**config.mk**
```make
export PLATFORM = sky130hd
export DESIGN_NAME = fec_err_injector
export DESIGN_NICKNAME = d
export VERILOG_FILES = /design/src/rtl/fec_inj_pkg.sv /design/src/rtl/fec_inj_regs.sv /design/src/rtl/fec_inj_grp_cnt.sv /design/src/rtl/fec_inj_shot_fsm.sv /design/src/rtl/fec_inj_xor.sv /design/src/rtl/fec_err_injector.sv
export SDC_FILE = /design/constraint.sdc
export NUM_CORES = 1
export LEC_CHECK = 0
export BUFFER_PORTS_ARGS = -buffer_cell sky130_fd_sc_hd__buf_2
export CAP_MARGIN = 20
export CORE_MARGIN = 2
export CORE_UTILIZATION = 40
export CTS_BUF_LIST = sky130_fd_sc_hd__clkbuf_16
export DETAILED_ROUTE_END_ITERATION = 10
export PLACE_DENSITY_LB_ADDON = 0.1
export SLEW_MARGIN = 20
export SYNTH_ARGS = -nofsm -noshare
export SYNTH_HDL_FRONTEND = slang
export SYNTH_SLANG_ARGS = --single-unit
```
**constraint.sdc**
```tcl
create_clock -name clk -period 2.7 [get_ports clk]
set_clock_uncertainty 0.2 [all_clocks]
set_input_delay 0.27 -clock clk [delete_from_list [all_inputs] [get_ports clk]]
set_output_delay 0.27 -clock clk [all_outputs]
set_load 0.05 [all_outputs]
```
**src/rtl/fec_inj_pkg.sv**
```systemverilog
package fec_inj_pkg;

    localparam int CFG_AW = 2;
    localparam int CFG_DW = 32;

    localparam logic [CFG_AW-1:0] ADDR_ENABLE = 2'd0;
    localparam logic [CFG_AW-1:0] ADDR_LOCATE = 2'd1;
    localparam logic [CFG_AW-1:0] ADDR_BYPASS = 2'd2;

    localparam int EN_CONT_BIT = 0;
    localparam int EN_SHOT_BIT = 4;
    localparam int BYP_BIT     = 0;
    localparam int GRP_LSB     = 0;
    localparam int SYM_LSB     = 8;
    localparam int BIT_LSB     = 16;

    typedef enum logic [1:0] {
        SHOT_IDLE = 2'd0,
        SHOT_PEND = 2'd1,
        SHOT_LIVE = 2'd2
    } shot_state_e;

endpackage

```
**src/rtl/fec_inj_regs.sv**
```systemverilog
module fec_inj_regs
    import fec_inj_pkg::*;
#(
    parameter int SYM_W = 10,
    parameter int SYMS  = 8,
    parameter int GRP_W = 7
) (
    input  logic                clk,
    input  logic                rst_n,
    input  logic                cfg_we,
    input  logic [CFG_AW-1:0]   cfg_addr,
    input  logic [CFG_DW-1:0]   cfg_wdata,
    output logic [CFG_DW-1:0]   cfg_rdata,
    input  logic                shot_busy,
    output logic                shot_wr,
    output logic                shot_wr_val,
    output logic                cont_en,
    output logic                byp,
    output logic [SYM_W-1:0]    bit_mask,
    output logic [SYMS-1:0]     sym_mask,
    output logic [GRP_W-1:0]    grp_sel
);

    logic unused_wdata;
    assign unused_wdata = ^cfg_wdata;

    logic wr_en, wr_loc, wr_byp;
    assign wr_en  = cfg_we && (cfg_addr == ADDR_ENABLE);
    assign wr_loc = cfg_we && (cfg_addr == ADDR_LOCATE);
    assign wr_byp = cfg_we && (cfg_addr == ADDR_BYPASS);

    assign shot_wr     = wr_en;
    assign shot_wr_val = cfg_wdata[EN_SHOT_BIT];

    always_ff @(posedge clk or negedge rst_n) begin
        if (!rst_n) begin
            cont_en  <= 1'b0;
            byp      <= 1'b0;
            bit_mask <= '0;
            sym_mask <= '0;
            grp_sel  <= '0;
        end else begin
            if (wr_en) begin
                cont_en <= cfg_wdata[EN_CONT_BIT];
            end
            if (wr_byp) begin
                byp <= cfg_wdata[BYP_BIT];
            end
            if (wr_loc) begin
                bit_mask <= cfg_wdata[BIT_LSB +: SYM_W];
                sym_mask <= cfg_wdata[SYM_LSB +: SYMS];
                grp_sel  <= cfg_wdata[GRP_LSB +: GRP_W];
            end
        end
    end

    always_comb begin
        cfg_rdata = '0;
        case (cfg_addr)
            ADDR_ENABLE: begin
                cfg_rdata[EN_CONT_BIT] = cont_en;
                cfg_rdata[EN_SHOT_BIT] = shot_busy;
            end
            ADDR_LOCATE: begin
                cfg_rdata[BIT_LSB +: SYM_W] = bit_mask;
                cfg_rdata[SYM_LSB +: SYMS]  = sym_mask;
                cfg_rdata[GRP_LSB +: GRP_W] = grp_sel;
            end
            ADDR_BYPASS: begin
                cfg_rdata[BYP_BIT] = byp;
            end
            default: cfg_rdata = '0;
        endcase
    end

    AST_LOC_WRITE: assert property (@(posedge clk) disable iff (!rst_n)
        wr_loc |=> (grp_sel == $past(cfg_wdata[GRP_LSB +: GRP_W]))) else $error("location write lost");

endmodule

```
**src/rtl/fec_inj_grp_cnt.sv**
```systemverilog
module fec_inj_grp_cnt #(
    parameter int GRPS  = 66,
    parameter int GRP_W = 7
) (
    input  logic             clk,
    input  logic             rst_n,
    input  logic             in_valid,
    input  logic             in_sof,
    output logic [GRP_W-1:0] grp_idx,
    output logic             grp_last
);

    localparam logic [GRP_W-1:0] LAST_IDX = GRP_W'(GRPS - 1);

    logic [GRP_W-1:0] cnt_q;

    assign grp_idx  = in_sof ? '0 : cnt_q;
    assign grp_last = (grp_idx == LAST_IDX);

    always_ff @(posedge clk or negedge rst_n) begin
        if (!rst_n) begin
            cnt_q <= '0;
        end else if (in_valid) begin
            cnt_q <= grp_last ? '0 : grp_idx + 1'b1;
        end
    end

    AST_CNT_RANGE: assert property (@(posedge clk) disable iff (!rst_n)
        cnt_q <= LAST_IDX) else $error("group count out of range");
    AST_CNT_HOLD: assert property (@(posedge clk) disable iff (!rst_n)
        !in_valid |=> $stable(cnt_q)) else $error("count moved on idle cycle");
    AST_CNT_WRAP: assert property (@(posedge clk) disable iff (!rst_n)
        (in_valid && grp_last) |=> (cnt_q == '0)) else $error("count did not wrap");

endmodule

```
**src/rtl/fec_inj_shot_fsm.sv**
```systemverilog
module fec_inj_shot_fsm
    import fec_inj_pkg::*;
(
    input  logic clk,
    input  logic rst_n,
    input  logic shot_wr,
    input  logic shot_wr_val,
    input  logic in_valid,
    input  logic in_sof,
    input  logic grp_last,
    output logic shot_live,
    output logic shot_busy
);

    shot_state_e state_q, state_d, base_d;

    logic start_seen;
    assign start_seen = in_valid && in_sof;

    always_ff @(posedge clk or negedge rst_n) begin
        if (!rst_n) begin
            state_q <= SHOT_IDLE;
        end else begin
            state_q <= state_d;
        end
    end

    always_comb begin
        base_d = state_q;
        unique case (state_q)
            SHOT_IDLE: base_d = SHOT_IDLE;
            SHOT_PEND: base_d = start_seen ? SHOT_LIVE : SHOT_PEND;
            SHOT_LIVE: begin
                if (start_seen) begin
                    base_d = SHOT_IDLE;
                end else if (in_valid && grp_last) begin
                    base_d = SHOT_IDLE;
                end else begin
                    base_d = SHOT_LIVE;
                end
            end
            default: base_d = SHOT_IDLE;
        endcase

        state_d = base_d;
        if (shot_wr) begin
            if (!shot_wr_val) begin
                state_d = SHOT_IDLE;
            end else if (base_d == SHOT_IDLE) begin
                state_d = SHOT_PEND;
            end
        end
    end

    always_comb begin
        shot_live = 1'b0;
        shot_busy = 1'b0;
        unique case (state_q)
            SHOT_IDLE: begin
                shot_live = 1'b0;
                shot_busy = 1'b0;
            end
            SHOT_PEND: begin
                shot_live = start_seen;
                shot_busy = 1'b1;
            end
            SHOT_LIVE: begin
                shot_live = !start_seen;
                shot_busy = 1'b1;
            end
            default: begin
                shot_live = 1'b0;
                shot_busy = 1'b0;
            end
        endcase
    end

    AST_SHOT_FINISH: assert property (@(posedge clk) disable iff (!rst_n)
        (state_q == SHOT_LIVE && in_valid && grp_last && !shot_wr) |=> (state_q == SHOT_IDLE)) else $error("shot did not finish");
    AST_SHOT_WAIT: assert property (@(posedge clk) disable iff (!rst_n)
        (state_q == SHOT_PEND && !start_seen && !shot_wr) |=> (state_q == SHOT_PEND)) else $error("shot left pending early");
    AST_SHOT_CANCEL: assert property (@(posedge clk) disable iff (!rst_n)
        (shot_wr && !shot_wr_val) |=> (state_q == SHOT_IDLE)) else $error("cancel ignored");

endmodule

```
**src/rtl/fec_inj_xor.sv**
```systemverilog
module fec_inj_xor #(
    parameter int SYM_W = 10,
    parameter int SYMS  = 8
) (
    input  logic                  clk,
    input  logic                  rst_n,
    input  logic                  in_valid,
    input  logic                  in_sof,
    input  logic [SYM_W*SYMS-1:0] in_data,
    input  logic                  hit,
    input  logic [SYM_W-1:0]      bit_mask,
    input  logic [SYMS-1:0]       sym_mask,
    output logic                  out_valid,
    output logic                  out_sof,
    output logic [SYM_W*SYMS-1:0] out_data,
    output logic                  out_hit
);

    localparam int DATA_W = SYM_W * SYMS;

    logic [DATA_W-1:0] flip;

    for (genvar k = 0; k < SYMS; k++) begin : g_sym
        assign flip[k*SYM_W +: SYM_W] = (hit && sym_mask[k]) ? bit_mask : '0;
    end

    always_ff @(posedge clk or negedge rst_n) begin
        if (!rst_n) begin
            out_valid <= 1'b0;
            out_sof   <= 1'b0;
            out_data  <= '0;
            out_hit   <= 1'b0;
        end else begin
            out_valid <= in_valid;
            out_sof   <= in_valid && in_sof;
            out_data  <= in_data ^ flip;
            out_hit   <= hit;
        end
    end

    AST_CLEAN_PASS: assert property (@(posedge clk) disable iff (!rst_n)
        !hit |=> (out_data == $past(in_data))) else $error("data altered without hit");
    AST_HIT_VALID: assert property (@(posedge clk) disable iff (!rst_n)
        out_hit |-> out_valid) else $error("hit on idle cycle");

endmodule

```
**src/rtl/fec_err_injector.sv**
```systemverilog
module fec_err_injector
    import fec_inj_pkg::*;
#(
    parameter int SYM_W = 10,
    parameter int SYMS  = 8,
    parameter int GRPS  = 66
) (
    input  logic                  clk,
    input  logic                  rst_n,
    input  logic                  cfg_we,
    input  logic [1:0]            cfg_addr,
    input  logic [31:0]           cfg_wdata,
    output logic [31:0]           cfg_rdata,
    input  logic                  in_valid,
    input  logic                  in_sof,
    input  logic [SYM_W*SYMS-1:0] in_data,
    output logic                  out_valid,
    output logic                  out_sof,
    output logic [SYM_W*SYMS-1:0] out_data,
    output logic                  out_hit
);

    localparam int GRP_W = $clog2(GRPS);

    logic             shot_wr, shot_wr_val, shot_live, shot_busy;
    logic             cont_en, byp, grp_last, hit;
    logic [SYM_W-1:0] bit_mask;
    logic [SYMS-1:0]  sym_mask;
    logic [GRP_W-1:0] grp_sel, grp_idx;

    fec_inj_regs #(.SYM_W(SYM_W), .SYMS(SYMS), .GRP_W(GRP_W)) u_regs (
        .clk(clk), .rst_n(rst_n), .cfg_we(cfg_we), .cfg_addr(cfg_addr),
        .cfg_wdata(cfg_wdata), .cfg_rdata(cfg_rdata), .shot_busy(shot_busy),
        .shot_wr(shot_wr), .shot_wr_val(shot_wr_val), .cont_en(cont_en),
        .byp(byp), .bit_mask(bit_mask), .sym_mask(sym_mask), .grp_sel(grp_sel)
    );

    fec_inj_grp_cnt #(.GRPS(GRPS), .GRP_W(GRP_W)) u_cnt (
        .clk(clk), .rst_n(rst_n), .in_valid(in_valid), .in_sof(in_sof),
        .grp_idx(grp_idx), .grp_last(grp_last)
    );

    fec_inj_shot_fsm u_fsm (
        .clk(clk), .rst_n(rst_n), .shot_wr(shot_wr), .shot_wr_val(shot_wr_val),
        .in_valid(in_valid), .in_sof(in_sof), .grp_last(grp_last),
        .shot_live(shot_live), .shot_busy(shot_busy)
    );

    assign hit = in_valid && !byp && (cont_en || shot_live) && (grp_idx == grp_sel);

    fec_inj_xor #(.SYM_W(SYM_W), .SYMS(SYMS)) u_xor (
        .clk(clk), .rst_n(rst_n), .in_valid(in_valid), .in_sof(in_sof),
        .in_data(in_data), .hit(hit), .bit_mask(bit_mask), .sym_mask(sym_mask),
        .out_valid(out_valid), .out_sof(out_sof), .out_data(out_data), .out_hit(out_hit)
    );

    AST_OOR_QUIET: assert property (@(posedge clk) disable iff (!rst_n)
        (grp_sel > GRP_W'(GRPS - 1)) |=> !out_hit) else $error("out-of-range group hit");
    AST_BYPASS_QUIET: assert property (@(posedge clk) disable iff (!rst_n)
        byp |=> !out_hit) else $error("hit under bypass");
    AST_VALID_DELAY: assert property (@(posedge clk) disable iff (!rst_n)
        in_valid |=> out_valid) else $error("valid not delayed by one");

endmodule

```
# Yosys cells after proc, flatten, opt, wreduce, memory -nomap -nowiden
# Index checks and enable logic that the tools add are counted.
[op_classes] n_bitwise=1 addsub=1 n_reduce_logical=22 n_eq_ne=6 muxes=24
[op_table] operator="$mux 10" count=8
[op_table] operator="$xor 80x80->80" count=1
[op_table] operator="$mux 18" count=1
[op_table] operator="$logic_and 1x1->1" count=16
[op_table] operator="$mux 2" count=7
[op_table] operator="$mux 7" count=2
[op_table] operator="$add 7x1->7 const B" count=1
[op_table] operator="$eq 7x7->1" count=1
[op_table] operator="$eq 7x7->1 const B" count=1
[op_table] operator="$eq 2x1->1 const B" count=2
[op_table] operator="$eq 2x2->1 const B" count=2
[op_table] operator="$logic_not 2->1" count=2
[op_table] operator="$pmux 1 s2" count=2
[op_table] operator="$pmux 2 s2" count=1
[op_table] operator="$mux 3" count=1
[op_table] operator="$pmux 1 s3" count=1
[op_table] operator="$logic_not 1->1" count=2
[op_table] operator="$reduce_or 2->1" count=1
[op_table] operator="$logic_or 1x1->1" count=1
[op_table] operator="$mux 1" count=1
[totals] word_cells=65 register_bits=119 inputBits=119

# Longest topological paths before layout
# Gate-level depths: netlist of run 1.
[depth] depth_word=10 mapped_depth=9 mapped_depth_nobuf=9

# Cells and area by module
# A second synthesis of run 1 with hierarchy kept.
[hier_totals] hier_cells=455 hier_area_um2=5507.8
[by_module_without_submodules] module="fec_inj_xor" area_each_um2=3359.5 seq_area_each_um2=2077.0 cells_each=271 instances=1
[by_module_without_submodules] module="fec_inj_regs" area_each_um2=1382.6 seq_area_each_um2=675.6 cells_each=100 instances=1
[by_module_without_submodules] module="fec_inj_grp_cnt" area_each_um2=516.7 seq_area_each_um2=175.2 cells_each=53 instances=1
[by_module_without_submodules] module="fec_inj_shot_fsm" area_each_um2=156.4 seq_area_each_um2=50.0 cells_each=20 instances=1
[by_module_without_submodules] module="fec_err_injector" area_each_um2=92.6 seq_area_each_um2=0.0 cells_each=11 instances=1

# Least setup slack after synthesis of run 1
# OpenSTA, ideal clock, no wires.
[synth_timing] path_kind="register to register" start="reg u_regs.grp_sel[3]" end="reg u_xor.out_data[70]" setup_ns=0.079 n_path_buf=2 path_stages_with_launch=8 period_less_slack_ns=2.110 setup_slack_ns=0.590 t_arrival_ns=1.831 cell_sequence="dfrtp_1 > nor3b_2 > a31oi_1 > or4_1 > buf_6 > buf_6 > nor4_2 > xor2_1"
[synth_between] elab_chain_len=5
[synth_rtl] element="start: declaration" line_no="fec_inj_regs.sv:21" rtl="output logic [GRP_W-1:0] grp_sel"
[synth_rtl] element="start signal: assignment" line_no="fec_inj_regs.sv:52" rtl="grp_sel <= cfg_wdata[GRP_LSB +: GRP_W];"
[synth_rtl] element="$eq 7x7->1" line_no="fec_err_injector.sv:49" rtl="assign hit = in_valid && !byp && (cont_en || shot_live) && (grp_idx == grp_sel);"
[synth_rtl] element="$logic_and 1x1->1" line_no="fec_err_injector.sv:49"
[synth_rtl] element="$logic_and 1x1->1" line_no="fec_inj_xor.sv:24" rtl="assign flip[k*SYM_W +: SYM_W] = (hit && sym_mask[k]) ? bit_mask : '0;"
[synth_rtl] element="$mux 10" line_no="fec_inj_xor.sv:24"
[synth_rtl] element="$xor 80x80->80" line_no="fec_inj_xor.sv:36" rtl="out_data <= in_data ^ flip;"
[synth_rtl] element="end signal: assignment" line_no="fec_inj_xor.sv:36"
[synth_rtl] element="end: declaration" line_no="fec_inj_xor.sv:15" rtl="output logic [SYM_W*SYMS-1:0] out_data,"
# No other way between the ends.
# A chain may end at the register's enable or synchronous reset.

# Worst setup path after layout of run 1
[layout_timing] start="reg u_regs.grp_sel[5]" end="reg u_xor.out_data[5]"
# The elaborated chain is that of the path after synthesis.

==> results.tsv, run 1 <==
metric	value	unit
wl_per_cell	17.9	um
syn_inst	586	
synthArstFlopShare	1.00	
critical_path_class	flip-flop to flip-flop	
ir_drop	0.000507	V
drt_wl_total	19700	um
synth-simple-area-share	0.200	
cts_root_buf	clkbuf_16	
period_needed	2.46	ns
drt_first_pass_iters	5	
ys.flop_type	dfrtp_1	
drive_gt1_frac	0.421	
hp-class	primary input to flip-flop	
final_core_util	0.577	
grt_first_pass_wirelength	30900	um
grt_pass1_vias	5789	
drv_slew	0	
synthAdderAreaFrac	0.00735	
dp_hpwl	12200	um
holdWs	0.0180	ns
grt_use_total	0.221	
yosysMostFrequentCell	dfrtp_1	
vias	5814	
tritoncts	built	
start_kind	flip-flop	
coreArea	16600	um2
antenna_found_initial	0	
slew_headroom	0.558	
finalCritPeriodShare	0.913	
worst-path-max-fanout	39	
leakagePower	4.02	nW
vias_per_cell	5.29	
synth_seq_cells	119	
die_w	135	um
cts.sinks	119	
critPathRequiredTime	2.84	ns
globalplace.congestion	0.734	
cts_buffers	17	
fin_nets	990	
arrival	2.60	ns
n_antenna_cell	0	
setup_violations	0	
cts_max_level	4	
io_pins	234	
clk_path_buf_depth	2	
rsz0062_at_grt	no	
max-cap-violations	0	
rows	47	
hold_viol	0	
gr-total-overflow	0	
yosysSeqAreaShare	0.437	
die_area	18100	um2
syn_area	6810	um2
port_buffers	219	
insertion_delay	0.42	ns
netlist_top_cells_count	dfrtp_1, xor2_1, o2111ai_1	
synth_top_cell_by_area	dfrtp_1	
synth_enable_flop_cells	0	
yosysTopAreaCellShare	0.437	
die_h	135	um
grt_max_degree	120	
antenna_left	0	
synth.avg_cell_area	11.6	um2
total_power	5.93	mW
yosysUniqueCellTypes	43	
worst_slew_pin_slew	0.663	ns
path_clk_slew	0.05	ns
outcome	finished clean	
tns	0	ns
route.detailed.drc	0	
synth_top_family_by_area	simple AND/OR/NAND/NOR gates	
synth_area_leaders	dfrtp_1, nor4_2, xor2_1	
yosys_warnings	0	
synth_compound_area_frac	0.135	
cp-end-kind	flip-flop	
max_freq	406	MHz
synth-xor-area-share	0.105	
drtIter0Drc	504	
p_per_area	617	nW/um2
area_delta_synth_final	41.0	%
synth_mux_area_frac	0.0444	
start_util	0.409	
==> worst max-delay path, cell delays in order (launching register included) <==
cell and delay (ns):
dfrtp_1 0.44, nor3b_2 0.18, a31oi_1 0.06, or4_4 0.57, buf_4 0.32, nor4_2 0.41
xor2_1 0.17
==> logic make-up (layout without fill, tap and decap cells) <==
group / Yosys count / in the layout
adders and majority gates: 4 / 4
xor gates and xnor gates: 82 / 82
AOI/OAI and AO/OA: 113 / 113
and+or+nand+nor: 144 / 144
muxes: 27 / 27
DFF: 119 / 119
buffers and inverters: 96 / 383
other: 1 / 7
==> sequential cells by signal, summed over array words and instances (netlist names) <==
name,cells
u_xor.out_data,80
u_regs.bit_mask,10
u_regs.sym_mask,8
u_cnt.cnt_q,7
u_regs.grp_sel,7
u_fsm.state_q,2
u_regs.byp,1
u_regs.cont_en,1
u_xor.out_hit,1
u_xor.out_sof,1
u_xor.out_valid,1
==> path summary, 6_finish.rpt <==
kind	startpoint	to	slack [ns]	depth (start not counted)
max in group asynchronous	rst_n	u_xor.out_data[60]	1.54	3
min in group asynchronous	rst_n	u_xor.out_data[57]	0.31	3
min reg2reg	u_cnt.cnt_q[5]	u_cnt.cnt_q[5]	0.36	1
max	u_regs.grp_sel[5]	u_xor.out_data[5]	0.24	6
min	cfg_we	u_regs.byp	0.02	3
max reg2reg	u_regs.grp_sel[5]	u_xor.out_data[5]	0.24	6
==> where the power goes <==
part | switching, mW | total (mW) | internal, mW | leakage (nW)
logic | 1.05 | 1.52 | 0.462 | 2.33
registers | 0.285 | 2.21 | 1.93 | 1.41
clock network | 0.788 | 2.20 | 1.42 | 0.281
==> metal layers <==
layer,global-route usage,part of all wire
met1,0.290,0.44
met2,0.363,0.49
met3,0.0469,0.052
met4,0.0760,0.017
met5,0,0
==> cells in the final DEF, fill, tap and decap left out, types with 4 or more instances in the layout <==
cell and count:
mux2_2 26, inv_1 15, nor4_2 78, dlygate4sd3_1 107
nor2_1 6, xor2_1 81, dfrtp_1 119, a31oi_1 4
o21ai_0 15, buf_12 4, ha_1 4, clkbuf_16 17
buf_2 218, nand2_1 14, clkinv_1 4, and2_1 23
o2111ai_1 80, buf_4 10, conb_1 7
==> metrics by stage <==
stage / std cells / setup WS (ns) / area [um2]
finish: 1099 / 0.236 / 9610
floorplan: 592 / 0.590 / 6840
detailed placement: 961 / 0.190 / 7970
global placement: 961 / 0.225 / 7970
CTS: 1099 / 0.255 / 9610
global route: 1099 / 0.0923 / 9610
==> cell type report <==
class	count	area, um2
flip-flops and latches	119	2980
inverters	13	48.8
clock buffers	17	425
repair buffers	339	2320
multi-input cells	377	3420
fillers	1393	7030
clock inverters	14	143
well taps	220	275
==> what timing repair did <==
action | 4_1_cts | 5_1_grt
hold buffers | 107 | 0
setup buffers | 0 | 0
endpoints found under the hold margin | 231 | 0
resized for setup | 0 | 0
No activity file was read; power rests on OpenSTA's default activity.
==> inputs of run 2 (changes only) <==
--- a/config.mk
+++ b/config.mk
@@ -9,7 +9,7 @@
 export CAP_MARGIN = 20
 export CORE_MARGIN = 2
 export CORE_UTILIZATION = 40
-export CTS_BUF_LIST = sky130_fd_sc_hd__clkbuf_16
+export CTS_BUF_LIST = sky130_fd_sc_hd__clkbuf_2
 export DETAILED_ROUTE_END_ITERATION = 10
 export PLACE_DENSITY_LB_ADDON = 0.1
 export SLEW_MARGIN = 20
==> run 2 against run 1 <==
  * Worst hold slack improved by 0.068 ns
  * Die area unchanged
  * Sequential power about the same
  * Worst setup slack got worse by 0.036 ns
  * Via count increased by 4.6%
  * First-iteration DRC count decreased by 14%
  * Maximum frequency decreased by 1.5%
  * Non-clock buffer count increased by 43
  * Cell count increased by 4.0%
  * Clock power decreased by 47%
==> results.tsv, run 2 (synthesized netlist as in run 1, its figures left out) <==
metric	value	unit	change
max-cap-violations	0		unchanged
largest-register	u_xor.out_data		
max_freq	400	MHz	-1.5%
hp-class	primary input to flip-flop		
start_kind	flip-flop		
layout_common_cells	buf_2, dlygate4sd3_1, dfrtp_1, xor2_1, o2111ai_1		
tritoncts	built		
holdWs	0.0862	ns	+0.0682 ns
worst_slew_pin_slew	0.672	ns	+0.00922 ns
drt_wl_total	20400	um	+3.2%
outcome	finished clean		
drt_first_pass_iters	5		unchanged
mostFrequentLayoutCell	buf_2		
fill_cells	1407		+1.0%
cts_buffers	17		unchanged
die_area	18100	um2	unchanged
fin_nets	1033		+4.3%
tns	0	ns	unchanged
largest_reg_flops	80		unchanged
period_needed	2.50	ns	+0.0365 ns
dp_hpwl	12200	um	unchanged
ir_drop	0.000343	V	-32%
hold_viol	0		unchanged
cts_setup_buffers	0		unchanged
finalCritPeriodShare	0.926		+0.0135
slew_headroom	0.552		-0.00614
grt_use_total	0.224		+0.00359
path_clk_slew	0.17	ns	+0.12 ns
drive_gt1_frac	0.405		-0.0164
cts.sinks	119		unchanged
wl_per_cell	17.8	um	-0.77%
critPathRequiredTime	3.11	ns	+0.27 ns
area_delta_synth_final	42.5	%	
grt_pass1_vias	5943		+2.7%
fin_area	9710	um2	+1.1%
finalWorstSetupSlack	0.200	ns	-0.0365 ns
cp-end-kind	flip-flop		
vias_per_cell	5.32		+0.53%
worst-path-max-fanout	39		unchanged
vias	6079		+4.6%
io_pins	234		unchanged
die_h	135	um	unchanged
globalplace.congestion	0.734		unchanged
grt_max_degree	120		unchanged
cts_root_buf	clkbuf_2		
drv_slew	0		unchanged
cp_slowest_cell	or4_4		
critical_path_class	flip-flop to flip-flop		
leakagePower	4.07	nW	+1.1%
p_per_area	511	nW/um2	-17%
antenna_left	0		unchanged
cts_max_level	4		unchanged
drtIter0Drc	434		-14%
reg.largest.list	u_xor.out_data x80, u_regs.bit_mask x10, u_regs.sym_mask x8		
gr-total-overflow	0		unchanged
dp_slack	0.190	ns	unchanged
insertion_delay	0.69	ns	+0.27 ns
rows	47		unchanged
arrival	2.91	ns	+0.31 ns
slowest_delay	0.57	ns	about the same
clk_path_buf_depth	2		unchanged
grt_first_pass_wirelength	31500	um	+1.9%
placed_area	7970	um2	unchanged
antenna_found_initial	1		+1
coreArea	16600	um2	unchanged
setup_violations	0		unchanged
route.detailed.drc	0		unchanged
crit_chain	nor3b_2 > a31oi_1 > or4_4 > buf_4 > nor4_2 > xor2_1		
rsz0062_at_grt	no		
start_util	0.409		unchanged
die_w	135	um	unchanged
port_buffers	219		unchanged
==> run 2: cell types whose count changed in the layout (fill, tap and decap cells not counted), moves of 2 or more <==
cell / previous run / this run
clkbuf_16: 17 / 0
clkbuf_2: 0 / 19
inv_1: 15 / 13
dlygate4sd3_1: 107 / 150
==> run 2: area by class of cell <==
cell class                 instances  area [um2]  share of cell area
antenna                            1        2.50            0.000258
clock buffer                      19        95.1             0.00979
clock inverter                    12         135              0.0139
inverter                          13        48.8             0.00503
multi-input combinational        377        3430               0.353
sequential                       119        2980               0.307
tap                              220         275              0.0284
timing repair buffer             382        2750               0.283
==> run 2: report_power, final <==
group          switching, mW  total [mW]  internal [mW]
Clock                  0.662        1.16          0.501
Sequential             0.287        2.21           1.92
Combinational           1.07        1.59          0.525
Total                   2.02        4.96           2.95
==> run 2: stage by stage <==
| step | instances | util | power [mW] |
|---|---|---|---|
| after floorplan | 592 | - | 3.19 |
| after global placement | 961 | 0.479 | 3.60 |
| after detailed placement | 961 | 0.479 | 3.63 |
| after CTS | 1127 | 0.574 | 4.98 |
| after global routing | 1143 | 0.583 | 5.22 |
| final | 1143 | 0.583 | 4.96 |
==> run 2: path summary, 6_finish.rpt <==
path,slack (ns),from,to,depth (start not counted)
max,0.20,u_regs.grp_sel[5],u_xor.out_data[5],6
min,0.09,in_data[20],u_xor.out_data[20],3
max reg2reg,0.20,u_regs.grp_sel[5],u_xor.out_data[5],6
min reg2reg,0.38,u_cnt.cnt_q[0],u_cnt.cnt_q[0],1
max in group asynchronous,1.19,rst_n,u_xor.out_data[79],4
min in group asynchronous,0.59,rst_n,u_xor.out_data[44],4
==> run 2: critical path, delay by kind of cell, from the launching register on <==
family / cells / cell delay (ns)
buffers and inverters: 1 / 0.32
and+or+nand+nor: 3 / 1.16
xor gates and xnor gates: 1 / 0.17
AOI/OAI and AO/OA: 1 / 0.06
DFF: 1 / 0.49
==> run 2: routing by layer <==
metal | GRT usage | wire length, um | vias to the layer above
li1 | - | - | 2835
met1 | 0.288 | 8760 | 2987
met2 | 0.374 | 10100 | 232
met3 | 0.0574 | 1150 | 25
met4 | 0.0655 | 334 | 0
met5 | 0 | 0 | -
==> run 2: what timing repair did <==
item,CTS,global route
resized for setup,0,1
endpoints found under the setup margin,0,1
endpoints found under the hold margin,237,15
hold buffers,135,15
